--- config.mk ---
export PLATFORM = sky130hd
export DESIGN_NAME = fattree_route
export DESIGN_NICKNAME = d
export VERILOG_FILES = /design/src/rtl/fattree_route_pkg.sv /design/src/rtl/fattree_route_calc.sv /design/src/rtl/fattree_route_lane.sv /design/src/rtl/fattree_route.sv
export SDC_FILE = /design/constraint.sdc
export NUM_CORES = 1
export LEC_CHECK = 0
export ABC_CLOCK_PERIOD_IN_PS = 1300
export BUFFER_PORTS_ARGS = -buffer_cell sky130_fd_sc_hd__clkbuf_2
export CAP_MARGIN = 5
export CORE_MARGIN = 10
export CORE_UTILIZATION = 49
export DETAILED_ROUTE_END_ITERATION = 10
export PLACE_DENSITY = 0.8
export SLEW_MARGIN = 20
export SYNTH_ARGS = -nofsm -noshare
export SYNTH_HDL_FRONTEND = slang
export SYNTH_HIERARCHICAL = 1
export SYNTH_SLANG_ARGS = --single-unit
--- constraint.sdc ---
create_clock -name clk -period 1.3 [get_ports clk]
set_input_delay 0.26 -clock clk [delete_from_list [all_inputs] [get_ports clk]]
set_output_delay 0.26 -clock clk [all_outputs]
set_load 0.02 [all_outputs]
--- src/rtl/fattree_route_pkg.sv ---
package fattree_route_pkg;
  typedef enum logic [1:0] {
    FK_BODY = 2'b00,
    FK_HEAD = 2'b01,
    FK_TAIL = 2'b10,
    FK_SOLO = 2'b11
  } flit_kind_e;

  localparam int PORT_W       = 3;
  localparam int CHILD_PORTS  = 4;
  localparam int PARENT_PORTS = 2;
  localparam logic [PORT_W-1:0] UP_BASE = 3'd4;
endpackage

--- src/rtl/fattree_route_calc.sv ---
module fattree_route_calc
  import fattree_route_pkg::*;
#(
  parameter int LEVEL      = 2,
  parameter int SUBTREE    = 1,
  parameter int NUM_LEAVES = 64,
  parameter int ADDR_W     = 8
) (
  input  logic [ADDR_W-1:0] dest,
  output logic              hit,
  output logic              bad,
  output logic [PORT_W-1:0] port
);
  localparam int SHIFT   = 2 * LEVEL;
  localparam int DIG_LO  = SHIFT - 2;
  localparam int PAR_BIT = SHIFT;
  localparam logic [ADDR_W:0]   LEAF_LIM = NUM_LEAVES[ADDR_W:0];
  localparam logic [ADDR_W-1:0] SUB_V    = SUBTREE[ADDR_W-1:0];

  logic [1:0] digit;
  logic       up_sel;

  assign digit = dest[DIG_LO +: 2];

  generate
    if (PAR_BIT < ADDR_W) begin : g_parbit
      assign up_sel = dest[PAR_BIT];
    end else begin : g_noparbit
      assign up_sel = 1'b0;
    end
  endgenerate

  always_comb begin
    bad  = ({1'b0, dest} >= LEAF_LIM);
    hit  = ((dest >> SHIFT) == SUB_V);
    port = hit ? {1'b0, digit} : (UP_BASE | {2'b00, up_sel});
  end
endmodule

--- src/rtl/fattree_route_lane.sv ---
module fattree_route_lane
  import fattree_route_pkg::*;
(
  input  logic              clk,
  input  logic              rst,
  input  logic              valid,
  input  logic [1:0]        kind,
  input  logic              hit,
  input  logic              bad,
  input  logic [PORT_W-1:0] port_calc,
  output logic              out_valid,
  output logic              out_err,
  output logic [PORT_W-1:0] out_port
);
  flit_kind_e        k;
  logic              active;
  logic [PORT_W-1:0] held;
  logic              is_hdr;

  assign k      = flit_kind_e'(kind);
  assign is_hdr = (k == FK_HEAD) || (k == FK_SOLO);

  always_ff @(posedge clk) begin
    if (rst) begin
      out_valid <= 1'b0;
      out_err   <= 1'b0;
      out_port  <= '0;
      active    <= 1'b0;
      held      <= '0;
    end else begin
      out_valid <= 1'b0;
      out_err   <= 1'b0;
      if (valid) begin
        if (is_hdr) begin
          if (bad) begin
            out_err <= 1'b1;
            active  <= 1'b0;
          end else begin
            out_valid <= 1'b1;
            out_port  <= port_calc;
            held      <= port_calc;
            active    <= (k == FK_HEAD);
          end
        end else if (active) begin
          out_valid <= 1'b1;
          out_port  <= held;
          if (k == FK_TAIL) active <= 1'b0;
        end else begin
          out_err <= 1'b1;
        end
      end
    end
  end

  // in-range header inside subtree leaves by a child link
  a_r2_down_inside: assert property (@(posedge clk) disable iff (rst)
    (valid && is_hdr && !bad && hit) |=> (out_valid && !out_port[2] && out_port[1:0] == $past(port_calc[1:0])));

  // in-range header outside subtree leaves by a parent link
  a_r3_up_outside: assert property (@(posedge clk) disable iff (rst)
    (valid && is_hdr && !bad && !hit) |=> (out_valid && out_port[2] && out_port[1] == 1'b0));

  // continuation flits follow the held route
  a_r4_follow_held: assert property (@(posedge clk) disable iff (rst)
    (valid && !is_hdr && active) |=> (out_valid && out_port == $past(held)));

  // tail releases the route
  a_r5_tail_release: assert property (@(posedge clk) disable iff (rst)
    (valid && k == FK_TAIL) |=> !active);

  // a single flit holds nothing afterwards
  a_r6_solo_no_hold: assert property (@(posedge clk) disable iff (rst)
    (valid && k == FK_SOLO) |=> !active);

  // error and valid never together; bad header leaves no route
  a_r7_err_excl: assert property (@(posedge clk) disable iff (rst)
    out_err |-> !out_valid);
  a_r7_bad_drops: assert property (@(posedge clk) disable iff (rst)
    (valid && is_hdr && bad) |=> (out_err && !active));

  // idle cycle gives a quiet output and keeps the route
  a_r9_idle_quiet: assert property (@(posedge clk) disable iff (rst)
    !valid |=> (!out_valid && !out_err && $stable(active) && $stable(held)));
endmodule

--- src/rtl/fattree_route.sv ---
module fattree_route
  import fattree_route_pkg::*;
#(
  parameter int LEVEL      = 2,
  parameter int POSITION   = 3,
  parameter int NUM_LEAVES = 64,
  parameter int ADDR_W     = 8,
  parameter int NUM_IN     = CHILD_PORTS + PARENT_PORTS
) (
  input  logic                       clk,
  input  logic                       rst,
  input  logic [NUM_IN-1:0]          in_valid,
  input  logic [2*NUM_IN-1:0]        in_kind,
  input  logic [ADDR_W*NUM_IN-1:0]   in_dest,
  output logic [NUM_IN-1:0]          out_valid,
  output logic [NUM_IN-1:0]          out_err,
  output logic [PORT_W*NUM_IN-1:0]   out_port
);
  localparam int SUBTREE = POSITION >> (LEVEL - 1);

  generate
    for (genvar i = 0; i < NUM_IN; i++) begin : g_lane
      logic              hit;
      logic              bad;
      logic [PORT_W-1:0] pc;

      fattree_route_calc #(
        .LEVEL(LEVEL), .SUBTREE(SUBTREE),
        .NUM_LEAVES(NUM_LEAVES), .ADDR_W(ADDR_W)
      ) u_calc (
        .dest (in_dest[i*ADDR_W +: ADDR_W]),
        .hit  (hit),
        .bad  (bad),
        .port (pc)
      );

      fattree_route_lane u_lane (
        .clk       (clk),
        .rst       (rst),
        .valid     (in_valid[i]),
        .kind      (in_kind[i*2 +: 2]),
        .hit       (hit),
        .bad       (bad),
        .port_calc (pc),
        .out_valid (out_valid[i]),
        .out_err   (out_err[i]),
        .out_port  (out_port[i*PORT_W +: PORT_W])
      );
    end
  endgenerate
endmodule

# --- After elaboration in Yosys (flattened, before gate mapping) ---
# Index checks and enable logic that the tools add are counted.
word_totals:
  ff_bits: 54
  in_bits: 68
  elab_cells: 192
op_classes:
  n_lt_le_gt_ge: 6
  eq_ne: 30
  muxes: 84
  bitwise_logic: 12
  n_reduce_logical: 30
ops:
  columns: ["operator", "n"]
  rows:
  - ["2-to-1 mux 3 bit", 24]
  - ["2-to-1 mux 1 bit", 60]
  - [">= comparator 8 x 7 -> 1 bit (second input constant)", 6]
  - ["AND reduction 3 bit", 12]
  - ["equality test 2 bit (second input constant)", 12]
  - ["equality test 4 x 1 -> 1 bit (second input constant)", 6]
  - ["equality test 2 x 1 -> 1 bit (second input constant)", 6]
  - ["!= test 2 bit (second input constant)", 6]
  - ["NOT 1 bit", 12]
  - ["nonzero test 2 bit", 6]
  - ["OR reduction 2 bit", 6]
  - ["logical OR 1 bit", 6]

# --- Longest topological paths before layout ---
# Gate-level depths: netlist (run 1).
logic_depth:
  ltp_word: 4
  mapped_depth: 5

# --- By module ---
# Netlist (run 1), hierarchy kept.
modules_own_cells:
  columns: ["module", "n_inst", "cells_each", "area_per_inst_um2", "seq_area_each_um2"]
  rows:
  - ["fattree_route_lane", 6, 37, 386.6, 180.2]
  - ["fattree_route_calc", 6, 6, 38.8, 0.0]

# --- Least setup slack after synthesis (run 1) ---
# Ideal clock, no wire load.
synth_timing:
  path_type: "input to register"
  from: "in in_dest[7]"
  to: "reg g_lane[0].u_lane.out_port[0]"
  setup_ns: 0.125
  arrival_time_ns: 1.108
  t_required_ns: 1.175
  path_slack_ns: 0.067
  stages: 5
  path_buffers: 0
  cell_sequence: "or2_4 -> o31a_1 -> mux2_2 -> nand2_1 -> mux2i_1"
synth_via:
  elab_chain_len: 4
  elab_cells_between_ends: 7
  cone_classes: "order compare (1); eq/ne (2); mux (3); reduce/logical (1)"
synth_rtl:
  columns: ["item", "line", "rtl"]
  rows:
  - ["start, declared", "fattree_route.sv:14", "input logic [ADDR_W*NUM_IN-1:0] in_dest,"]
  - ["equality test 4 x 1 -> 1 bit", "fattree_route_calc.sv:35", "hit = ((dest >> SHIFT) == SUB_V);"]
  - ["2-to-1 mux 3 bit", "fattree_route_calc.sv:36", "port = hit ? {1'b0, digit} : (UP_BASE | {2'b00, up_sel});"]
  - ["named net g_lane[0].pc[0]", "fattree_route.sv:25", "logic [PORT_W-1:0] pc;"]
  - ["2-to-1 mux 3 bit", "fattree_route_lane.sv:35", "if (bad) begin"]
  - ["2-to-1 mux 3 bit", "fattree_route_lane.sv:34", "if (is_hdr) begin"]
  - ["end signal, assigned", "fattree_route_lane.sv:40", "out_port <= port_calc;"]
  - ["end signal, assigned", "fattree_route_lane.sv:46", "out_port <= held;"]
  - ["end, declared", "fattree_route_lane.sv:13", "output logic [PORT_W-1:0] out_port"]
# The timed path passes the listed nets, and every way through them passes these cells. The select of a mux whose other input is x is not followed.
# A chain may end at the register's enable or synchronous reset.

# --- Worst setup path after layout (run 1) ---
layout_timing:
  from: "reg g_lane[0].u_lane.out_port[2]"
  to: "out out_port[2]"
layout_lines:
  columns: ["item", "line", "rtl"]
  rows:
  - ["end, declared", "fattree_route.sv:17", "output logic [PORT_W*NUM_IN-1:0] out_port"]
# No word-level cell between the ends.

==> results of run 1 <==
==> cells in the final DEF (no fill, tap or decap) <==
| cell type | instances |
|---|---|
| or2_4 | 6 |
| o31ai_2 | 6 |
| inv_6 | 1 |
| clkbuf_2 | 85 |
| o31a_1 | 6 |
| nor2_1 | 24 |
| nand3b_1 | 6 |
| mux2i_1 | 36 |
| clkinv_4 | 1 |
| nand3_1 | 6 |
| nand2_1 | 42 |
| nor4_1 | 6 |
| o21ai_4 | 6 |
| clkbuf_8 | 5 |
| buf_4 | 8 |
| and3_1 | 6 |
| nor2b_4 | 6 |
| dfxtp_1 | 54 |
| nor2b_1 | 6 |
| mux2_2 | 18 |
| bufinv_16 | 1 |
| inv_1 | 12 |
| buf_12 | 1 |
| nor3_1 | 6 |
==> registers in the layout, summed over array words and instances (netlist names) <==
name	count
g_lane.u_lane/out_port	18
g_lane.u_lane/active	6
g_lane.u_lane/out_valid	6
g_lane.u_lane/out_err	6
g_lane.u_lane/held	18
==> worst reg2reg max path: stages, from the launching register on <==
cell and delay (ns):
dfxtp_1 0.32, nor2b_1 0.16, o21ai_4 0.25, mux2i_1 0.21
==> area by class of cell <==
cell class / count / area [um2]
clock inverter: 3 / 47.5
inverter: 12 / 45.0
sequential: 54 / 1080
timing repair buffer: 94 / 505
fill: 448 / 1820
clock buffer: 5 / 68.8
multi-input combinational: 186 / 1390
tap: 70 / 87.6
==> metrics by stage <==
step	area [um2]	util, %	worst slack [ns]	hold slack (ns)
2_1_floorplan	2510	-	0.0674	0.332
3_3_place_gp	3110	61.6	-0.0664	0.444
3_5_place_dp	3110	61.6	-0.0915	0.453
4_1_cts	3220	63.9	0.185	0.130
5_1_grt	3220	63.9	0.150	0.122
6_report	3220	63.9	0.207	0.140
==> worst max path at each step <==
stage / slack [ns] / end / cells past startpoint / startpoint
6_report: 0.21 / out_port[2] / 1 / g_lane[0].u_lane/out_port[2]$_SDFFE_PP0P_
5_1_grt: 0.15 / out_port[11] / 1 / g_lane[3].u_lane/out_port[2]$_SDFFE_PP0P_
4_1_cts: 0.18 / out_port[1] / 1 / g_lane[0].u_lane/out_port[1]$_SDFFE_PP0P_
3_5_place_dp: -0.09 / g_lane[3].u_lane/out_port[0]$_SDFFE_PP0P_ / 6 / in_dest[31]
3_3_place_gp: -0.07 / g_lane[0].u_lane/out_port[0]$_SDFFE_PP0P_ / 6 / in_dest[7]
2_1_floorplan: 0.07 / g_lane[0].u_lane/out_port[0]$_SDFFE_PP0P_ / 5 / in_dest[7]
==> per-layer routing <==
layer  vias up  GRT usage (%)  part of all wire [%]
li1       1080              -                     -
met1       930           13.3                    40
met2        46           23.8                    52
met3         7           4.81                   6.9
met4         0           4.05                   1.2
met5         -              0                     0
==> power breakdown <==
part | switching [W] | internal (W) | total, W
clock network | 0.000541 | 0.000584 | 0.00112
registers | 0.0000130 | 0.00169 | 0.00170
logic | 0.000224 | 0.000212 | 0.000436
total | 0.000778 | 0.00248 | 0.00326
==> impl_metrics.tcl, run 1 <==
set metrics [dict create \
    cpLargestDelayFamily "flip-flops" \
    slowest_stage "dfxtp_1" \
    cts_sinks 54 \
    grt_max_degree 43 \
    drt-wirelength-per-cell_um 13.1 \
    status "completed" \
    required_ns 1.04 \
    row_count 26 \
    antenna_cells 0 \
    timing.final.hold_violations 0 \
    via_per_inst 4.87 \
    path_clk_slew_ns 0.10 \
    rsz0062_at_grt "no" \
    critPathArrivalTime_ns 0.83 \
    die_w_um 91.6 \
    clock_latency_ns 0.30 \
    first_pass_iters 4 \
    htreeDepth 2 \
    drt_iter0_drc 66 \
    pwr_density_cell_nw_per_um2 1010 \
    ant_nets 0 \
    route.detailed.drc 0 \
    ctsResizeCount 0 \
    die_h_um 91.6 \
    yosys_warnings 6 \
    cp_cell_sequence "clkbuf_2" \
    cts_buffer_depth 2 \
    dp.cells 416 \
    cp_num_buf_inv 1 \
    min_period_ns 1.09 \
    vdd_drop_max_mv 0.702 \
    r2r_setup_slack_ns 0.30 \
    max_freq_mhz 915 \
    nets 421 \
    cts_made_buffers 5 \
    fin_cells 424 \
    setup_tns_ns 0 \
    min_to "g_lane[3].u_lane/active$_SDFFE_PP0P_" \
    syn_inst 252 \
    syn_nets 320 \
    fin_skew_ns 0.0112 \
    cp-end-kind "output port" \
    drive_above_1_share_pct 40.7 \
    gp_congestion 0.777 \
    drv_slew 0 \
    path_class "flip-flop to output port" \
    holdCritPathClass "input pin to flip-flop" \
    slew_headroom_pct 81.2 \
    core-area_um2 5040 \
    dp_hpwl_um 4480 \
    port_buffers 85 \
    cts_root_buf "clkbuf_8" \
    initial_core_util_pct 49.9 \
    max_cap_viol_count 0 \
    min_path_cells 2 \
    p_leak_nw 1.66 \
    r2r-end "g_lane[4].u_lane/out_port[0]$_SDFFE_PP0P_" \
    io_pins 98 \
    dieArea_um2 8400 \
    grt_use_total_pct 12.9 \
    syn_avg_cell_area_um2 9.98 \
    cts_tree "done" \
    cpPeakStageDelay_ns 0.34 \
    grt_pass1_vias 2155 \
    grt_pass1_wl_um 9220 \
    vias 2063 \
    wirelength_um 5550 \
    cp-start-kind "flip-flop" \
    syn_to_final_growth_pct 28.2 \
    min_period_over_period_pct 84.1 \
    hold_buffers 0 \
    r2r-start "g_lane[4].u_lane/active$_SDFFE_PP0P_" \
    worstPathMaxFanout 2 \
    netlist_area_um2 2510 \
    cts_setup_buffers 0 \
    antenna_found_initial 0 \
    worstHoldStart "in_kind[7]" \
    finalPower_w 0.00326 \
    setup_viol 0 \
    tightest_slew_ns 0.282 \
    grt_overflow 0 \
    r2r_cells 3 \
]
Note: power is estimated with default switching activity, not from simulation.
==> inputs of run 2 (changes only) <==
Settings changed: ABC_CLOCK_PERIOD_IN_PS 1300 to 930, CORE_UTILIZATION 49 to 44, PLACE_DENSITY 0.8 to 0.76.
Clock period 1.3 ns to 0.93 ns, I/O delays scaled along.
==> run 2 against run 1 <==
Compared with the run above: the run now ends with negative setup slack left; sequential power rose by 41%; first-iteration DRC count fell by 32%; clock-buffer cell count rose by 2; die area rose by 8.8%; sequential share of layout area fell by 5.8 points; core utilization rose by 9.2 points; critical path depth rose by 5; worst hold slack got worse by 0.081 ns; combinational power rose by 93%; final cell count rose by 11%; global-route usage rose by 2.0 points; critical path type is now input pin to flip-flop; largest power group unchanged; highest routed layer unchanged.
==> impl_metrics.tcl, run 2 (same netlist as run 1, synthesis figures left out) <==
set metrics [dict create \
    cts_sinks 54 \
    drive_above_1_share_pct 60.8 \
    layout_commonest_cell "clkbuf_2" \
    pwr-share-comb_pct 18.5 \
    hold_buffers 0 \
    grt_max_degree 16 \
    required_ns 1.12 \
    hold_ws_ns 0.0583 \
    path_class "input pin to flip-flop" \
    grt_overflow 0 \
    final_util_pct 73.2 \
    io_pins 98 \
    grt_pass1_vias 2435 \
    port_buffers 85 \
    die_w_um 95.6 \
    seqPwrFrac_pct 52.7 \
    r2r_cells 4 \
    cp-start-kind "input pin" \
    cts_root_buf "clkbuf_8" \
    grt_use_total_pct 15.0 \
    drt-wirelength-per-cell_um 15.1 \
    clock_latency_ns 0.29 \
    seqCellArea_um2 1130 \
    setup_ws_ns -0.0834 \
    cp-end-kind "flip-flop" \
    via_per_inst 4.92 \
    p_sw_w 0.00112 \
    status "complete, but fails checks" \
    vias 2312 \
    ant_nets 0 \
    max_cap_viol_count 0 \
    multi_input_area_um2 1520 \
    route.detailed.drc 0 \
    dieArea_um2 9140 \
    pre_cts_ws_ns -0.382 \
    drt_iter0_drc 45 \
    path_clk_slew_ns 0.09 \
    row_count 27 \
    dp_hpwl_um 5250 \
    max_freq_mhz 987 \
    cts_made_buffers 5 \
    rsz0062_at_grt "yes" \
    drv_slew 0 \
    timing.final.hold_violations 0 \
    dp.cells 441 \
    critPathArrivalTime_ns 1.20 \
    p_sw_share_pct 24.7 \
    tightest_slew_ns 0.357 \
    fin_skew_ns 0.00505 \
    nets 465 \
    pwr_density_cell_nw_per_um2 1120 \
    grt_pass1_wl_um 11200 \
    core-area_um2 5540 \
    setup_viol 59 \
    gp_congestion 0.858 \
    vdd_drop_max_mv 0.614 \
    reg_top3 "g_lane.u_lane/held (18), g_lane.u_lane/out_port (18)" \
    min_period_ns 1.01 \
    first_pass_iters 4 \
    holdCritPathClass "input pin to flip-flop" \
    die_h_um 95.6 \
    htreeDepth 2 \
    p_leak_nw 2.01 \
    wirelength_um 7100 \
    syn_to_final_growth_pct 61.2 \
    antenna_found_initial 0 \
    cts_buffer_depth 2 \
    fin_cells 470 \
    setup_tns_ns -1.41 \
    worstPathMaxFanout 3 \
    antenna_cells 0 \
    cts_tree "done" \
    power_frac_clock_pct 28.9 \
    min_path_cells 2 \
    violations "negative setup slack" \
    min_period_over_period_pct 109 \
    fill_cells 400 \
    initial_core_util_pct 45.4 \
    layout_common_cells "clkbuf_2, buf_4, nand2_1, mux2i_1, dfxtp_2" \
    internal_power_w 0.00343 \
    slew_headroom_pct 76.2 \
]
## run 2: cell types whose count changed in the layout (fill, tap and decap cells not counted), sizes merged
| cell | change |
|---|---|
| bufinv | -1 |
| clkbuf | -33 |
| buf | +79 |
| inv | -1 |
## run 2: metal layers
metal	wire [um]	track usage [%]	vias up	part of all wire [%]
met5	0	0	-	0
met4	133	4.91	0	1.9
met3	300	2.75	13	4.2
met2	3910	28.6	42	55
met1	2760	16.0	1095	39
li1	-	-	1162	-
## run 2: area by class of cell
cell class | instances | area share, %
flip-flops and latches | 54 | 27.8
well taps | 72 | 2.22
inverters | 12 | 1.11
repair buffers | 138 | 29.2
clock buffers | 7 | 2.13
multi-input cells | 186 | 37.4
clock inverters | 1 | 0.123
## run 2: what timing repair did
action,4_1_cts,5_1_grt
buffers inserted,11,10
endpoints found under the setup margin,60,65
resized for setup,108,61
pin swaps,9,11
## run 2: worst max-delay path, cell delays in order
cell	delay [ns]
clkbuf_2	0.09
or2_4	0.26
o31a_1	0.27
mux2_4	0.27
nand2_2	0.06
mux2i_1	0.06
## run 2: worst paths after layout
| path | from | to | slack [ns] |
|---|---|---|---|
| worst max-delay path | in_dest[7] | g_lane[0].u_lane/out_port[0]$_SDFFE_PP0P_ | -0.08 |
| worst min-delay path | in_kind[9] | g_lane[4].u_lane/active$_SDFFE_PP0P_ | 0.06 |
| worst max register to register | g_lane[5].u_lane/active$_SDFFE_PP0P_ | g_lane[5].u_lane/active$_SDFFE_PP0P_ | -0.06 |
| worst min register to register | g_lane[2].u_lane/out_port[1]$_SDFFE_PP0P_ | g_lane[2].u_lane/out_port[1]$_SDFFE_PP0P_ | 0.48 |
## run 2: power by group through the flow
stage	Sequential, W	Combinational [W]	Clock (W)
finish	0.00240	0.000841	0.00131
floorplan	0.00247	0.000279	0
CTS	0.00239	0.000766	0.00136
detailed placement	0.00243	0.000690	0
global placement	0.00243	0.000672	0
global route	0.00241	0.000906	0.00145
## run 2: per-stage QoR
| step | total power, W | cell area [um2] |
|---|---|---|
| after floorplan | 0.00275 | 2540 |
| after global placement | 0.00310 | 3300 |
| after detailed placement | 0.00312 | 3300 |
| after CTS | 0.00451 | 3830 |
| after global routing | 0.00477 | 4060 |
| final | 0.00455 | 4060 |
==> inputs of run 3 (changes only) <==
Settings changed: BUFFER_PORTS_ARGS -buffer_cell sky130_fd_sc_hd__clkbuf_2 to default, CORE_UTILIZATION 44 to 56, DONT_BUFFER_PORTS from default to 1, PLACE_DENSITY 0.76 to 0.74, RECOVER_POWER from default to 100.
==> run 3 against run 2 <==
Compared with the run above: the run ends with negative hold slack, negative setup slack left; non-clock buffer count decreased by 109; clock-buffer cell count down 1; worst setup slack improved by 0.046 ns; clock power rose by 18%; register-to-register slack better by 0.02 ns; die area decreased by 17%; clock skew is essentially flat; design area decreased by 25%; combinational power decreased by 55%; sequential cell count is the same; first-iteration DRC count increased by 13%; largest cell class unchanged; highest routed layer unchanged.
==> impl_metrics.tcl, run 3 (same netlist as run 1, synthesis figures left out) <==
set metrics [dict create \
    hold_ws_ns -0.0583 \
    drv_slew 0 \
    min_period_ns 0.967 \
    ant_nets 0 \
    hold_buffers 6 \
    port_buffers 0 \
    min_path_cells 1 \
    nets 356 \
    layout_commonest_cell "nand2_1" \
    setup_tns_ns -0.461 \
    required_ns 1.15 \
    grt_util_met3_pct 5.52 \
    stdcell_area_um2 3040 \
    layout_common_cells "nand2_1, mux2i_1, dfxtp_2, nor2_1, dfxtp_1" \
    via_per_inst 5.53 \
    grt_pass1_wl_um 9320 \
    internal_power_w 0.00345 \
    cts_sinks 54 \
    cts_root_buf "clkbuf_8" \
    p_sw_w 0.000917 \
    row_count 24 \
    reg_top3 "g_lane.u_lane/held (18), g_lane.u_lane/out_port (18)" \
    power_frac_clock_pct 35.6 \
    rsz0062_at_grt "yes" \
    drt_iter0_drc 51 \
    tightest_slew_ns 0.250 \
    multi_input_area_um2 1450 \
    grt_overflow 0 \
    grt_pass1_vias 2072 \
    setup_viol 26 \
    critPathArrivalTime_ns 1.19 \
    htreeDepth 2 \
    max_freq_mhz 1030 \
    antenna_cells 0 \
    r2r_cells 3 \
    pwr-share-comb_pct 8.8 \
    use_met2_pct 27.5 \
    initial_core_util_pct 57.8 \
    antenna_found_initial 0 \
    grt-busiest-layer "met2" \
    cp-start-kind "flip-flop" \
    max_cap_viol_count 0 \
    drive_above_1_share_pct 38.5 \
    path_class "flip-flop to flip-flop" \
    place_area_um2 2760 \
    min_period_over_period_pct 104 \
    cp-end-kind "flip-flop" \
    final_util_pct 69.7 \
    cts_tree "done" \
    route.detailed.drc 0 \
    die_w_um 87.0 \
    core-area_um2 4350 \
    vdd_drop_max_mv 0.926 \
    grt_use_total_pct 14.9 \
    drt-wirelength-per-cell_um 16.7 \
    seqPwrFrac_pct 55.6 \
    gp_congestion 0.758 \
    p_leak_nw 1.39 \
    fin_skew_ns 0.00456 \
    die_h_um 87.0 \
    p_sw_share_pct 21.0 \
    fill_cells 349 \
    dieArea_um2 7570 \
    timing.final.hold_violations 36 \
    first_pass_iters 4 \
    cts_made_buffers 5 \
    pre_cts_ws_ns -0.312 \
    dp_hpwl_um 4400 \
    grt_max_degree 43 \
    cts_buffer_depth 2 \
    vias 1880 \
    grt_use_met1_pct 14.9 \
    wirelength_um 5670 \
    pwr_density_cell_nw_per_um2 1440 \
    syn_to_final_growth_pct 20.7 \
    clock_latency_ns 0.30 \
    path_clk_slew_ns 0.09 \
    setup_ws_ns -0.0369 \
    status "complete, but fails checks" \
    io_pins 98 \
    holdCritPathClass "input pin to flip-flop" \
    violations "negative hold slack, negative setup slack" \
    slew_headroom_pct 83.2 \
    worstPathMaxFanout 5 \
    seqCellArea_um2 1120 \
]
==> run 3: cell types whose count changed in the layout (fill, tap and decap cells not counted), sizes merged <==
cell	before	now
clkinv	1	0
clkbuf	57	9
dlygate4sd3	0	6
bufinv	0	1
buf	88	20
==> run 3: power groups by stage <==
stage	Clock (W)	Combinational, W	Sequential [W]
after CTS	0.00161	0.000394	0.00243
after detailed placement	0	0.000364	0.00248
final	0.00155	0.000382	0.00243
after global routing	0.00169	0.000420	0.00243
after floorplan	0	0.000279	0.00247
after global placement	0	0.000356	0.00248
==> run 3: path summary, 6_finish.rpt <==
check | slack (ns) | from | endpoint
max | -0.04 | g_lane[2].u_lane/active$_SDFFE_PP0P_ | g_lane[2].u_lane/out_port[0]$_SDFFE_PP0P_
min | -0.06 | rst | g_lane[4].u_lane/held[0]$_SDFFE_PP0P_
max reg2reg | -0.04 | g_lane[2].u_lane/active$_SDFFE_PP0P_ | g_lane[2].u_lane/out_port[0]$_SDFFE_PP0P_
min reg2reg | 0.47 | g_lane[0].u_lane/out_port[0]$_SDFFE_PP0P_ | g_lane[0].u_lane/out_port[0]$_SDFFE_PP0P_
==> run 3: area by class of cell <==
| class | count | area share [%] |
|---|---|---|
| Multi-Input combinational cell | 186 | 47.8 |
| Inverter | 12 | 1.48 |
| Sequential cell | 54 | 36.9 |
| Clock buffer | 6 | 2.72 |
| Tap cell | 52 | 2.14 |
| Timing Repair Buffer | 29 | 7.91 |
| Clock inverter | 1 | 0.989 |
==> run 3: through the flow <==
stage               instances  total power (W)
global route              340          0.00455
finish                    340          0.00436
global placement          324          0.00283
detailed placement        324          0.00284
floorplan                 252          0.00275
CTS                       338          0.00443
==> run 3: metal layers <==
layer | share of wire [%] | vias to the layer above
met3 | 8.6 | 8
met4 | 1.1 | 0
met2 | 54 | 45
li1 | - | 941
met5 | 0 | -
met1 | 36 | 886
==> run 3: what timing repair did <==
item	4_1_cts	5_1_grt
pin swaps	6	7
hold endpoints to repair	36	36
buffers inserted	1	3
endpoints found under the setup margin	54	27
resized for setup	47	3
==> run 3: worst max-delay path, stage by stage (launching register included) <==
cell and delay [ns]:
dfxtp_2 0.34, nor2b_4 0.13, o21ai_4 0.22, mux2i_1 0.21
